==> config.mk <==
export PLATFORM = sky130hd
export DESIGN_NAME = addr_gen_unit
export DESIGN_NICKNAME = d
export VERILOG_FILES = /design/src/rtl/agu_pkg.sv /design/src/rtl/agu_mode_decode.sv /design/src/rtl/agu_fetch_seq.sv /design/src/rtl/addr_gen_unit.sv
export SDC_FILE = /design/constraint.sdc
export NUM_CORES = 1
export LEC_CHECK = 0
export BUFFER_PORTS_ARGS = -buffer_cell sky130_fd_sc_hd__buf_2
export CAP_MARGIN = 20
export CELL_PAD_IN_SITES_DETAIL_PLACEMENT = 1
export CELL_PAD_IN_SITES_GLOBAL_PLACEMENT = 1
export CORE_AREA = 2 2 265 136
export DETAILED_ROUTE_END_ITERATION = 6
export DIE_AREA = 0 0 267 138
export PLACE_DENSITY_LB_ADDON = 0.1
export SLEW_MARGIN = 0
export SYNTH_ARGS = -nofsm -noshare
export SYNTH_HDL_FRONTEND = slang
export SYNTH_SLANG_ARGS = --single-unit
==> constraint.sdc <==
create_clock -name clk -period 4.75 [get_ports clk]
set_clock_uncertainty 0.1 [all_clocks]
set_input_delay 0 -clock clk [delete_from_list [all_inputs] [get_ports clk]]
set_output_delay 0 -clock clk [all_outputs]
set_load 0.01 [all_outputs]
==> src/rtl/agu_pkg.sv <==
package agu_pkg;

    localparam int ADDR_W    = 24;
    localparam int WORD_W    = 16;
    localparam int BYTE_W    = 8;
    localparam int MODE_W    = 5;
    localparam int PTR_BYTES = 3;
    localparam int CNT_W     = $clog2(PTR_BYTES + 1);
    localparam int BANK_W    = ADDR_W - WORD_W;

    typedef enum logic [MODE_W-1:0] {
        AM_ABS          = 5'd0,
        AM_ABS_X        = 5'd1,
        AM_ABS_Y        = 5'd2,
        AM_LONG         = 5'd3,
        AM_LONG_X       = 5'd4,
        AM_ABS_JMP      = 5'd5,
        AM_LONG_JMP     = 5'd6,
        AM_ABS_X_IND    = 5'd7,
        AM_ABS_IND      = 5'd8,
        AM_ABS_IND_LONG = 5'd9,
        AM_ACC          = 5'd10,
        AM_IMPL         = 5'd11,
        AM_DP           = 5'd12,
        AM_DP_X         = 5'd13,
        AM_DP_Y         = 5'd14,
        AM_DP_IND       = 5'd15,
        AM_DP_X_IND     = 5'd16,
        AM_DP_IND_Y     = 5'd17,
        AM_DP_IND_LONG  = 5'd18,
        AM_DP_IND_LONGY = 5'd19,
        AM_IMM8         = 5'd20,
        AM_IMM16        = 5'd21,
        AM_IMM_ACC      = 5'd22,
        AM_IMM_IDX      = 5'd23,
        AM_REL8         = 5'd24,
        AM_REL16        = 5'd25,
        AM_BLOCK        = 5'd26,
        AM_STACK        = 5'd27,
        AM_SR           = 5'd28,
        AM_SR_IND_Y     = 5'd29
    } agu_mode_e;

    typedef struct packed {
        agu_mode_e          mode;
        logic [ADDR_W-1:0]  opnd;
        logic [WORD_W-1:0]  xr;
        logic [WORD_W-1:0]  yr;
        logic [WORD_W-1:0]  dr;
        logic [WORD_W-1:0]  sp;
        logic [WORD_W-1:0]  pc;
        logic [BANK_W-1:0]  db;
        logic [BANK_W-1:0]  pb;
        logic               emu;
        logic               acc8;
        logic               idx8;
    } agu_ctx_t;

    typedef struct packed {
        logic [ADDR_W-1:0]  ea;
        logic               err;
        logic [CNT_W-1:0]   nbytes;
        logic               use_dp;
        logic [WORD_W-1:0]  dp_off;
        logic [ADDR_W-1:0]  base;
    } agu_plan_t;

    // Direct-page address: page-locked in emulation with an aligned base.
    function automatic logic [WORD_W-1:0] dp_addr(
        input logic [WORD_W-1:0] d,
        input logic [WORD_W-1:0] off,
        input logic              emu
    );
        if (emu && (d[BYTE_W-1:0] == '0))
            return {d[WORD_W-1:BYTE_W], off[BYTE_W-1:0]};
        else
            return d + off;
    endfunction

    // Final address of a fetched-pointer mode.
    function automatic logic [ADDR_W-1:0] ptr_result(
        input agu_mode_e          m,
        input logic [BANK_W-1:0]  db,
        input logic [BANK_W-1:0]  pb,
        input logic [WORD_W-1:0]  y,
        input logic [ADDR_W-1:0]  ptr
    );
        logic [ADDR_W-1:0] yext;
        yext = {{BANK_W{1'b0}}, y};
        case (m)
            AM_ABS_X_IND, AM_ABS_IND:       return {pb, ptr[WORD_W-1:0]};
            AM_ABS_IND_LONG, AM_DP_IND_LONG: return ptr;
            AM_DP_IND, AM_DP_X_IND:         return {db, ptr[WORD_W-1:0]};
            AM_DP_IND_Y, AM_SR_IND_Y:       return {db, ptr[WORD_W-1:0]} + yext;
            AM_DP_IND_LONGY:                return ptr + yext;
            default:                        return '0;
        endcase
    endfunction

endpackage

==> src/rtl/agu_mode_decode.sv <==
module agu_mode_decode
    import agu_pkg::*;
(
    input  agu_ctx_t  ctx,
    output agu_plan_t plan
);

    logic [ADDR_W-1:0] xext, yext, dbabs, longop;
    logic [WORD_W-1:0] off8, off8x, off8y, srsum;

    assign xext   = {{BANK_W{1'b0}}, ctx.xr};
    assign yext   = {{BANK_W{1'b0}}, ctx.yr};
    assign dbabs  = {ctx.db, ctx.opnd[WORD_W-1:0]};
    assign longop = ctx.opnd;
    assign off8   = {{(WORD_W-BYTE_W){1'b0}}, ctx.opnd[BYTE_W-1:0]};
    assign off8x  = off8 + ctx.xr;
    assign off8y  = off8 + ctx.yr;
    assign srsum  = off8 + ctx.sp;

    always_comb begin
        plan = '0;
        case (ctx.mode)
            AM_ABS:      plan.ea = dbabs;
            AM_ABS_X:    plan.ea = dbabs + xext;
            AM_ABS_Y:    plan.ea = dbabs + yext;
            AM_LONG:     plan.ea = longop;
            AM_LONG_X:   plan.ea = longop + xext;
            AM_ABS_JMP:  plan.ea = {ctx.pb, ctx.opnd[WORD_W-1:0]};
            AM_LONG_JMP: plan.ea = longop;
            AM_ABS_X_IND: begin
                plan.nbytes = CNT_W'(2);
                plan.base   = {ctx.pb, ctx.opnd[WORD_W-1:0] + ctx.xr};
            end
            AM_ABS_IND: begin
                plan.nbytes = CNT_W'(2);
                plan.base   = {{BANK_W{1'b0}}, ctx.opnd[WORD_W-1:0]};
            end
            AM_ABS_IND_LONG: begin
                plan.nbytes = CNT_W'(3);
                plan.base   = {{BANK_W{1'b0}}, ctx.opnd[WORD_W-1:0]};
            end
            AM_ACC, AM_IMPL: begin
                plan.nbytes = CNT_W'(1);
                plan.base   = {ctx.pb, ctx.pc};
            end
            AM_DP:   plan.ea = {{BANK_W{1'b0}}, dp_addr(ctx.dr, off8, ctx.emu)};
            AM_DP_X: plan.ea = {{BANK_W{1'b0}}, dp_addr(ctx.dr, off8x, ctx.emu)};
            AM_DP_Y: plan.ea = {{BANK_W{1'b0}}, dp_addr(ctx.dr, off8y, ctx.emu)};
            AM_DP_IND, AM_DP_IND_Y: begin
                plan.nbytes = CNT_W'(2);
                plan.use_dp = 1'b1;
                plan.dp_off = off8;
            end
            AM_DP_X_IND: begin
                plan.nbytes = CNT_W'(2);
                plan.use_dp = 1'b1;
                plan.dp_off = off8x;
            end
            AM_DP_IND_LONG, AM_DP_IND_LONGY: begin
                plan.nbytes = CNT_W'(3);
                plan.use_dp = 1'b1;
                plan.dp_off = off8;
            end
            AM_IMM8:    plan.ea = {{(ADDR_W-BYTE_W){1'b0}}, ctx.opnd[BYTE_W-1:0]};
            AM_IMM16:   plan.ea = {{BANK_W{1'b0}}, ctx.opnd[WORD_W-1:0]};
            AM_IMM_ACC: plan.ea = ctx.acc8 ? {{(ADDR_W-BYTE_W){1'b0}}, ctx.opnd[BYTE_W-1:0]}
                                           : {{BANK_W{1'b0}}, ctx.opnd[WORD_W-1:0]};
            AM_IMM_IDX: plan.ea = ctx.idx8 ? {{(ADDR_W-BYTE_W){1'b0}}, ctx.opnd[BYTE_W-1:0]}
                                           : {{BANK_W{1'b0}}, ctx.opnd[WORD_W-1:0]};
            AM_REL8:    plan.ea = {{(ADDR_W-BYTE_W){1'b0}}, ctx.opnd[BYTE_W-1:0]};
            AM_REL16, AM_BLOCK: plan.ea = {{BANK_W{1'b0}}, ctx.opnd[WORD_W-1:0]};
            AM_STACK:   plan.ea = '0;
            AM_SR:      plan.ea = {{BANK_W{1'b0}}, srsum};
            AM_SR_IND_Y: begin
                plan.nbytes = CNT_W'(2);
                plan.base   = {{BANK_W{1'b0}}, srsum};
            end
            default:    plan.err = 1'b1;
        endcase
    end

endmodule

==> src/rtl/agu_fetch_seq.sv <==
module agu_fetch_seq
    import agu_pkg::*;
(
    input  logic              clk,
    input  logic              rst,
    input  logic              go,
    input  logic [CNT_W-1:0]  nbytes,
    input  logic              use_dp,
    input  logic [WORD_W-1:0] dp_off,
    input  logic [ADDR_W-1:0] base,
    input  logic [WORD_W-1:0] dpage,
    input  logic              emu,
    output logic              mem_req,
    output logic [ADDR_W-1:0] mem_addr,
    input  logic [BYTE_W-1:0] mem_rdata,
    output logic [ADDR_W-1:0] ptr,
    output logic              fin,
    output logic              busy
);

    typedef enum logic [1:0] {S_IDLE, S_REQ, S_CAP, S_FIN} seq_st_e;

    seq_st_e            st;
    logic [CNT_W-1:0]   idx;
    logic [ADDR_W-1:0]  addr_c;
    logic               last;

    always_comb begin
        if (use_dp)
            addr_c = {{BANK_W{1'b0}},
                      dp_addr(dpage, dp_off + {{(WORD_W-CNT_W){1'b0}}, idx}, emu)};
        else
            addr_c = base + {{(ADDR_W-CNT_W){1'b0}}, idx};
    end

    assign last     = (idx == nbytes - CNT_W'(1));
    assign mem_req  = (st == S_REQ);
    assign mem_addr = mem_req ? addr_c : '0;
    assign fin      = (st == S_FIN);
    assign busy     = (st != S_IDLE);

    always_ff @(posedge clk) begin
        if (rst) begin
            st  <= S_IDLE;
            idx <= '0;
        end else begin
            case (st)
                S_IDLE: if (go) begin
                    st  <= S_REQ;
                    idx <= '0;
                end
                S_REQ:  st <= S_CAP;
                S_CAP:  if (last) st <= S_FIN;
                        else begin
                            idx <= idx + CNT_W'(1);
                            st  <= S_REQ;
                        end
                default: st <= S_IDLE;
            endcase
        end
    end

    // One byte lane per pointer byte.
    for (genvar g = 0; g < PTR_BYTES; g++) begin : g_lane
        always_ff @(posedge clk) begin
            if (rst || (st == S_IDLE && go))
                ptr[g*BYTE_W +: BYTE_W] <= '0;
            else if (st == S_CAP && idx == CNT_W'(g))
                ptr[g*BYTE_W +: BYTE_W] <= mem_rdata;
        end
    end

    // a request never lasts two cycles in a row
    assert_req_gap_R7: assert property (@(posedge clk) disable iff (rst)
        mem_req |=> !mem_req);

    // page-locked reads stay inside the direct page in bank zero
    assert_page_lock_R4: assert property (@(posedge clk) disable iff (rst)
        (mem_req && use_dp && emu && dpage[BYTE_W-1:0] == '0)
        |-> (mem_addr[ADDR_W-1:BYTE_W] == {{BANK_W{1'b0}}, dpage[WORD_W-1:BYTE_W]}));

endmodule

==> src/rtl/addr_gen_unit.sv <==
module addr_gen_unit
    import agu_pkg::*;
(
    input  logic              clk,
    input  logic              rst,
    input  logic              start,
    input  logic [MODE_W-1:0] mode,
    input  logic [ADDR_W-1:0] opnd,
    input  logic [WORD_W-1:0] idx_x,
    input  logic [WORD_W-1:0] idx_y,
    input  logic [WORD_W-1:0] dpage,
    input  logic [WORD_W-1:0] stkp,
    input  logic [BANK_W-1:0] dbank,
    input  logic [BANK_W-1:0] pbank,
    input  logic [WORD_W-1:0] pcur,
    input  logic              emu,
    input  logic              acc8,
    input  logic              idx8,
    output logic              mem_req,
    output logic [ADDR_W-1:0] mem_addr,
    input  logic [BYTE_W-1:0] mem_rdata,
    output logic              done,
    output logic [ADDR_W-1:0] ea,
    output logic              err
);

    agu_ctx_t  ctx_in;
    agu_plan_t plan;

    assign ctx_in = '{mode: agu_mode_e'(mode), opnd: opnd, xr: idx_x, yr: idx_y,
                      dr: dpage, sp: stkp, pc: pcur, db: dbank, pb: pbank,
                      emu: emu, acc8: acc8, idx8: idx8};

    agu_mode_decode u_dec (
        .ctx  (ctx_in),
        .plan (plan)
    );

    logic [MODE_W-1:0] mode_q;
    logic [BANK_W-1:0] db_q, pb_q;
    logic [WORD_W-1:0] y_q, off_q, d_q;
    logic [CNT_W-1:0]  nb_q;
    logic              dp_q, emu_q;
    logic [ADDR_W-1:0] base_q;
    logic              accept, go, busy, fin;
    logic [ADDR_W-1:0] ptr;

    assign accept = start && !busy;
    assign go     = accept && (plan.nbytes != '0);

    agu_fetch_seq u_seq (
        .clk       (clk),
        .rst       (rst),
        .go        (go),
        .nbytes    (nb_q),
        .use_dp    (dp_q),
        .dp_off    (off_q),
        .base      (base_q),
        .dpage     (d_q),
        .emu       (emu_q),
        .mem_req   (mem_req),
        .mem_addr  (mem_addr),
        .mem_rdata (mem_rdata),
        .ptr       (ptr),
        .fin       (fin),
        .busy      (busy)
    );

    always_ff @(posedge clk) begin
        if (rst) begin
            mode_q <= '0;
            db_q   <= '0;
            pb_q   <= '0;
            y_q    <= '0;
            nb_q   <= '0;
            dp_q   <= 1'b0;
            off_q  <= '0;
            base_q <= '0;
            d_q    <= '0;
            emu_q  <= 1'b0;
            done   <= 1'b0;
            ea     <= '0;
            err    <= 1'b0;
        end else begin
            done <= 1'b0;
            if (accept) begin
                mode_q <= mode;
                db_q   <= dbank;
                pb_q   <= pbank;
                y_q    <= idx_y;
                nb_q   <= plan.nbytes;
                dp_q   <= plan.use_dp;
                off_q  <= plan.dp_off;
                base_q <= plan.base;
                d_q    <= dpage;
                emu_q  <= emu;
                if (plan.nbytes == '0) begin
                    done <= 1'b1;
                    ea   <= plan.ea;
                    err  <= plan.err;
                end
            end else if (fin) begin
                done <= 1'b1;
                ea   <= ptr_result(agu_mode_e'(mode_q), db_q, pb_q, y_q, ptr);
                err  <= 1'b0;
            end
        end
    end

    // an error result carries address zero
    assert_err_zero_R12: assert property (@(posedge clk) disable iff (rst)
        (done && err) |-> (ea == '0));

    // error only for the two undefined codes
    assert_err_code_R12: assert property (@(posedge clk) disable iff (rst)
        (done && err) |-> (mode_q >= MODE_W'(30)));

    // fixed 8-bit immediates never set the upper bits
    assert_imm8_width_R6: assert property (@(posedge clk) disable iff (rst)
        (done && mode_q == MODE_W'(AM_IMM8)) |-> (ea[ADDR_W-1:BYTE_W] == '0));

    // the strobe comes only once the fetcher is idle and quiet
    assert_done_idle_R13: assert property (@(posedge clk) disable iff (rst)
        done |-> (!busy && !mem_req));

endmodule

Yosys cells after proc, flatten, opt, wreduce, memory -nomap -nowiden
Index checks and enable logic that the tools add are counted.
{"block": "classes", "reduce_logical": 35, "n_eq_ne": 47, "add_sub_neg": 17, "n_mux": 29}
{"cell": "$pmux 24 s14", "count": 1}
{"cell": "$add 24x16->24", "count": 5}
{"cell": "$mux 24", "count": 5}
{"cell": "$pmux 24 s5", "count": 1}
{"cell": "$mux 16", "count": 6}
{"cell": "$pmux 24 s4", "count": 1}
{"cell": "$eq 5x5->1 const B", "count": 19}
{"cell": "$add 16x16->16", "count": 4}
{"cell": "$eq 5x4->1 const B", "count": 11}
{"cell": "$add 8x16->16", "count": 3}
{"cell": "$pmux 17 s2", "count": 1}
{"cell": "$reduce_or 30->1", "count": 1}
{"cell": "$eq 5x3->1 const B", "count": 5}
{"cell": "$add 24x2->24", "count": 1}
{"cell": "$add 16x2->16", "count": 1}
{"cell": "$add 16x8->16", "count": 1}
{"cell": "$logic_not 8->1", "count": 2}
{"cell": "$reduce_or 2->1", "count": 8}
{"cell": "$pmux 2 s3", "count": 2}
{"cell": "$eq 5x2->1 const B", "count": 2}
{"cell": "$logic_and 1x1->1", "count": 8}
{"cell": "$mux 2", "count": 4}
{"cell": "$reduce_bool 2->1", "count": 4}
{"cell": "$mux 1", "count": 7}
{"cell": "other kinds (18)", "count": 25}
{"block": "word_totals", "input_bits": 139, "out_inout_bits": 51, "register_bits": 151, "wordCells": 146}

Longest topological paths before layout
{"block": "depth", "word_depth": 7, "depth_mapped": 19, "mapped_depth_nobuf": 19}

Cells and area by module
From an unflattened synthesis, not the netlist that was laid out.
{"block": "hier_totals", "cells_unflattened": 2178, "hier_area_um2": 15554.9}
{"module": "agu_mode_decode", "seq_area_each_um2": 0.0, "instances": 1, "area_per_inst_um2": 6588.8, "cells_per_inst": 970}
{"module": "addr_gen_unit", "seq_area_each_um2": 2462.4, "instances": 1, "area_per_inst_um2": 6008.3, "cells_per_inst": 796}
{"module": "agu_fetch_seq", "seq_area_each_um2": 560.5, "instances": 1, "area_per_inst_um2": 2957.8, "cells_per_inst": 412}

Worst setup path before layout
OpenSTA, ideal clock, no wires.
{"block": "synth_timing", "path_type": "in2reg", "startpoint": "input port opnd[0]", "endpoint": "register ea[15]", "n_path_buf": 0, "slack_ps": 984, "stages": 17, "setup_ps": 58, "arrival_time_ps": 3608, "cell_sequence": "ha_1 fa_1 a21oi_1 o221ai_1 a31oi_1 nor2_1 xor2_1 ha_1 nand2_1 a21oi_1 a31oi_2 a31oi_1 or3_1 mux2_4 o311a_1 a41oi_1 o21a_1"}
{"block": "synth_via", "elab_chain_len": 6}
{"item": "start: declaration", "line_no": "addr_gen_unit.sv:8", "text": "input logic [ADDR_W-1:0] opnd,"}
{"item": "$add 8x16->16 (on tied branches)", "line_no": "agu_mode_decode.sv:17, agu_mode_decode.sv:16"}
{"item": "$add 16x16->16", "line_no": "agu_pkg.sv:77", "text": "return d + off;"}
{"item": "$mux 16", "line_no": "agu_pkg.sv:74", "text": "if (emu && (d[BYTE_W-1:0] == '0))"}
{"item": "$pmux 24 s14 *", "line_no": "agu_mode_decode.sv:22", "text": "case (ctx.mode)"}
{"item": "$mux 24 *", "line_no": "addr_gen_unit.sv:97", "text": "if (plan.nbytes == '0) begin"}
{"item": "$mux 24 *", "line_no": "addr_gen_unit.sv:86", "text": "if (accept) begin"}
{"item": "end signal: assignment", "line_no": "addr_gen_unit.sv:99", "text": "ea <= plan.ea;"}
{"item": "end signal: assignment", "line_no": "addr_gen_unit.sv:104", "text": "ea <= ptr_result(agu_mode_e'(mode_q), db_q, pb_q, y_q, ptr);"}
{"item": "end: declaration", "line_no": "addr_gen_unit.sv:23", "text": "output logic [ADDR_W-1:0] ea,"}
Mark *: on every way between the ends. The rest lies on a longest branch, timed or not. The select of a mux whose other input is x is not followed.
A chain may end at the register's enable or synchronous reset.

Worst setup path after layout
Ends and elaborated chain as after synthesis.

==> results.ini <==
[run_status]
outcome=complete, no violations

[power_and_ir_drop]
cell_internal_pwr_mw=2.69
seqPwrFrac=0.300
p_leak_nw=7.57
power_frac_comb=0.381
p_sw_mw=1.91
max-vdd-ir-drop_mv=0.164
power_density_mw_per_mm2=253
switching_share=0.415
pwr-share-clk=0.318
total_power_mw=4.60

[synthesis]
synth_most_common_cell=nand2_1
synth_top_area_cell=dfxtp_1
synth.area.top_cells=dfxtp_1, ha_1, a21oi_1
synth_edf_count=0
synthXorXnorAreaFrac=0.0951
synth_cell_types=86
syn_inst=2057
yosysSeqAreaShare=0.202
synth-async-reset-ratio=0
synth-seq-cells=151
postSynthAreaPerCell_sq_um=7.29
synth_compound_area_frac=0.301
yosysWarnings=0
netlist_area_sq_mm=0.0150
syn-num-nets=2326
synth_top_area_share=0.202
synth_fa_ha_area_frac=0.113
synth_top_family_by_area=compound AO/OA/AOI/OAI gates
synthSimpleGateAreaFrac=0.230
synth_mux_area_frac=0.0213
synth_common_cells=nand2_1, a21oi_1, nor2_1
ys.flop_type=dfxtp_1

[timing]
final.min_clock_period_ps=4470
drv_slew=0
slew_headroom=0.162
finalCritPeriodShare=0.942
setup-tns-final_ps=0
setup_violations=0
fmax_mhz=224
rsz0062_at_grt=false
whs_ps=29.5
hold_viol_final=0
worst_pin_slew_ps=1250
fin_ws_ps=277

[die]
core_sq_mm=0.0350
start_util=0.428
fp.dieH_microns=138
die_area_sq_mm=0.0368
rows=49
die_w_microns=267
num_io_pins=190

[critical_path]
worstPathRequired_ps=5060
crit_path_top_delay_cell=dlygate4sd3_1
critPathBufInv=2
critPathArrivalTime_ps=4780
cp_top_family=compound AO/OA/AOI/OAI gates
start_kind=primary input
path_class=primary input to register
critical_path.max_fanout=7
path_cells=dlygate4sd3_1, buf_2, ha_1, fa_1, a21oi_2, o221ai_1, a31oi_2, xnor2_1, ha_1, a21oi_1, a21oi_1, a31oi_2, a31oi_1, or3_1, mux2_4, o311a_1, a41oi_1, o21a_1
cp-end-kind=register
max_stage_delay_ps=550

[hold_path]
holdCritPathClass=primary input to register

[flow_run]
maxCapViolations=0

[drt]
viasPerCell=6.65
remaining_drc_errors=0
wl_microns=80200
drt-initial-drc-count=2679
dr.pass1.iters=6
drt.antenna.violating_nets=0
vias=18700
wire_per_inst_microns=28.5

[place]
place_ws_ps=326
hpwl_microns=62200
place.gp.congestion=1.06
portBuffers=189

[clocking]
cts_tree=yes
cts_root_buf=clkbuf_16
clk_latency_ps=470
htree_levels=4
clkTransAtPathRegs_ps=70
postCtsSetupBuffers=0
cts_sinks=151
cts_buffer_depth=2
cts_buffers=17

[finish]
area_growth_pct=21.2
fin_nets=2578
drive_above_1_share=0.131

[grt]
grt_usage=0.425
grt_first_pass_wirelength_microns=118000
grt_pass1_vias=18000
grt.overflow.total=0
grt_max_degree=89
antenna_found_initial=2

-- final cells by class --
class | count | area, sq um
Fill cell | 4425 | 16800
Multi-Input combinational cell | 1763 | 11500
Sequential cell | 151 | 3020
Timing Repair Buffer | 334 | 2310
Tap cell | 484 | 606
Clock buffer | 18 | 429
Clock inverter | 14 | 160
Inverter | 42 | 158
Antenna cell | 2 | 5.00
-- layout by cell type (no fill, tap or decap), types with 28 or more instances in the layout --
cell type,count
a211oi_1,28
a21o_1,40
a21oi_1,212
a22oi_1,56
and3_1,30
buf_2,188
buf_4,39
dfxtp_1,151
dlygate4sd3_1,106
ha_1,120
inv_1,40
nand2_1,277
nand3_1,82
nor2_1,183
nor3_1,44
o21ai_0,91
xnor2_1,93
xor2_1,67
-- logic make-up (layout without fill, tap and decap cells) --
| family | after synthesis | in the layout |
|---|---|---|
| AND/OR/NAND/NOR | 752 | 752 |
| AO/OA/AOI/OAI | 688 | 688 |
| XOR/XNOR | 162 | 162 |
| flip-flops | 151 | 151 |
| buffers and inverters | 143 | 408 |
| adder cells (fa/ha/maj) | 130 | 130 |
| multiplexers | 31 | 31 |
| other | 0 | 2 |
-- flip-flops by register name (all words and copies together), names as in the netlist, 2 cells and up --
signal     cells
nb_q           2
u_seq.st       2
u_seq.idx      2
u_seq.ptr     24
ea            24
db_q           8
mode_q         5
y_q           16
pb_q           8
off_q         16
base_q        24
d_q           16
-- final timing paths --
path	start	end	slack (ps)	cells past startpoint
setup / recovery	opnd[0]	ea[15]	280	18
hold / removal	pcur[13]	base_q[13]	30	5
setup reg to reg	u_seq.st[1]	u_seq.ptr[20]	1300	5
hold reg to reg	emu_q	emu_q	360	2
-- worst min-delay path, cell delays in order --
cell and delay (ps):
buf_2 110, a222oi_1 90, o21ai_0 170, a22oi_1 90, nor2_1 90
-- power by group through the flow --
stage | Combinational [mW] | Sequential, mW | Clock [mW]
4_1_cts | 1.66 | 1.38 | 1.47
3_3_place_gp | 1.53 | 1.40 | 0
6_report | 1.75 | 1.38 | 1.47
2_1_floorplan | 0.986 | 1.39 | 0
3_5_place_dp | 1.58 | 1.41 | 0
5_1_grt | 1.85 | 1.39 | 1.51
-- layer usage --
layer  track usage  up-vias  wire, microns
met5             0        -              0
met4        0.0961        0           1680
met3         0.142      117          10700
met2         0.566     1183          30800
met1         0.646     9248          37000
li1              -     8117              -
-- metrics by stage --
stage	instances	utilization	cell area, sq um
2_1_floorplan	2057	-	15000
3_3_place_gp	2667	0.470	16500
3_5_place_dp	2668	0.471	16500
4_1_cts	2806	0.518	18100
5_1_grt	2808	0.519	18200
6_report	2808	0.519	18200
-- what timing repair did --
action / 4_1_cts / 5_1_grt
setup endpoints to repair: 0 / 1
resized for setup: 0 / 5
endpoints found under the hold margin: 124 / 0
hold buffers: 106 / 0
(Power assumes the default switching activity.)
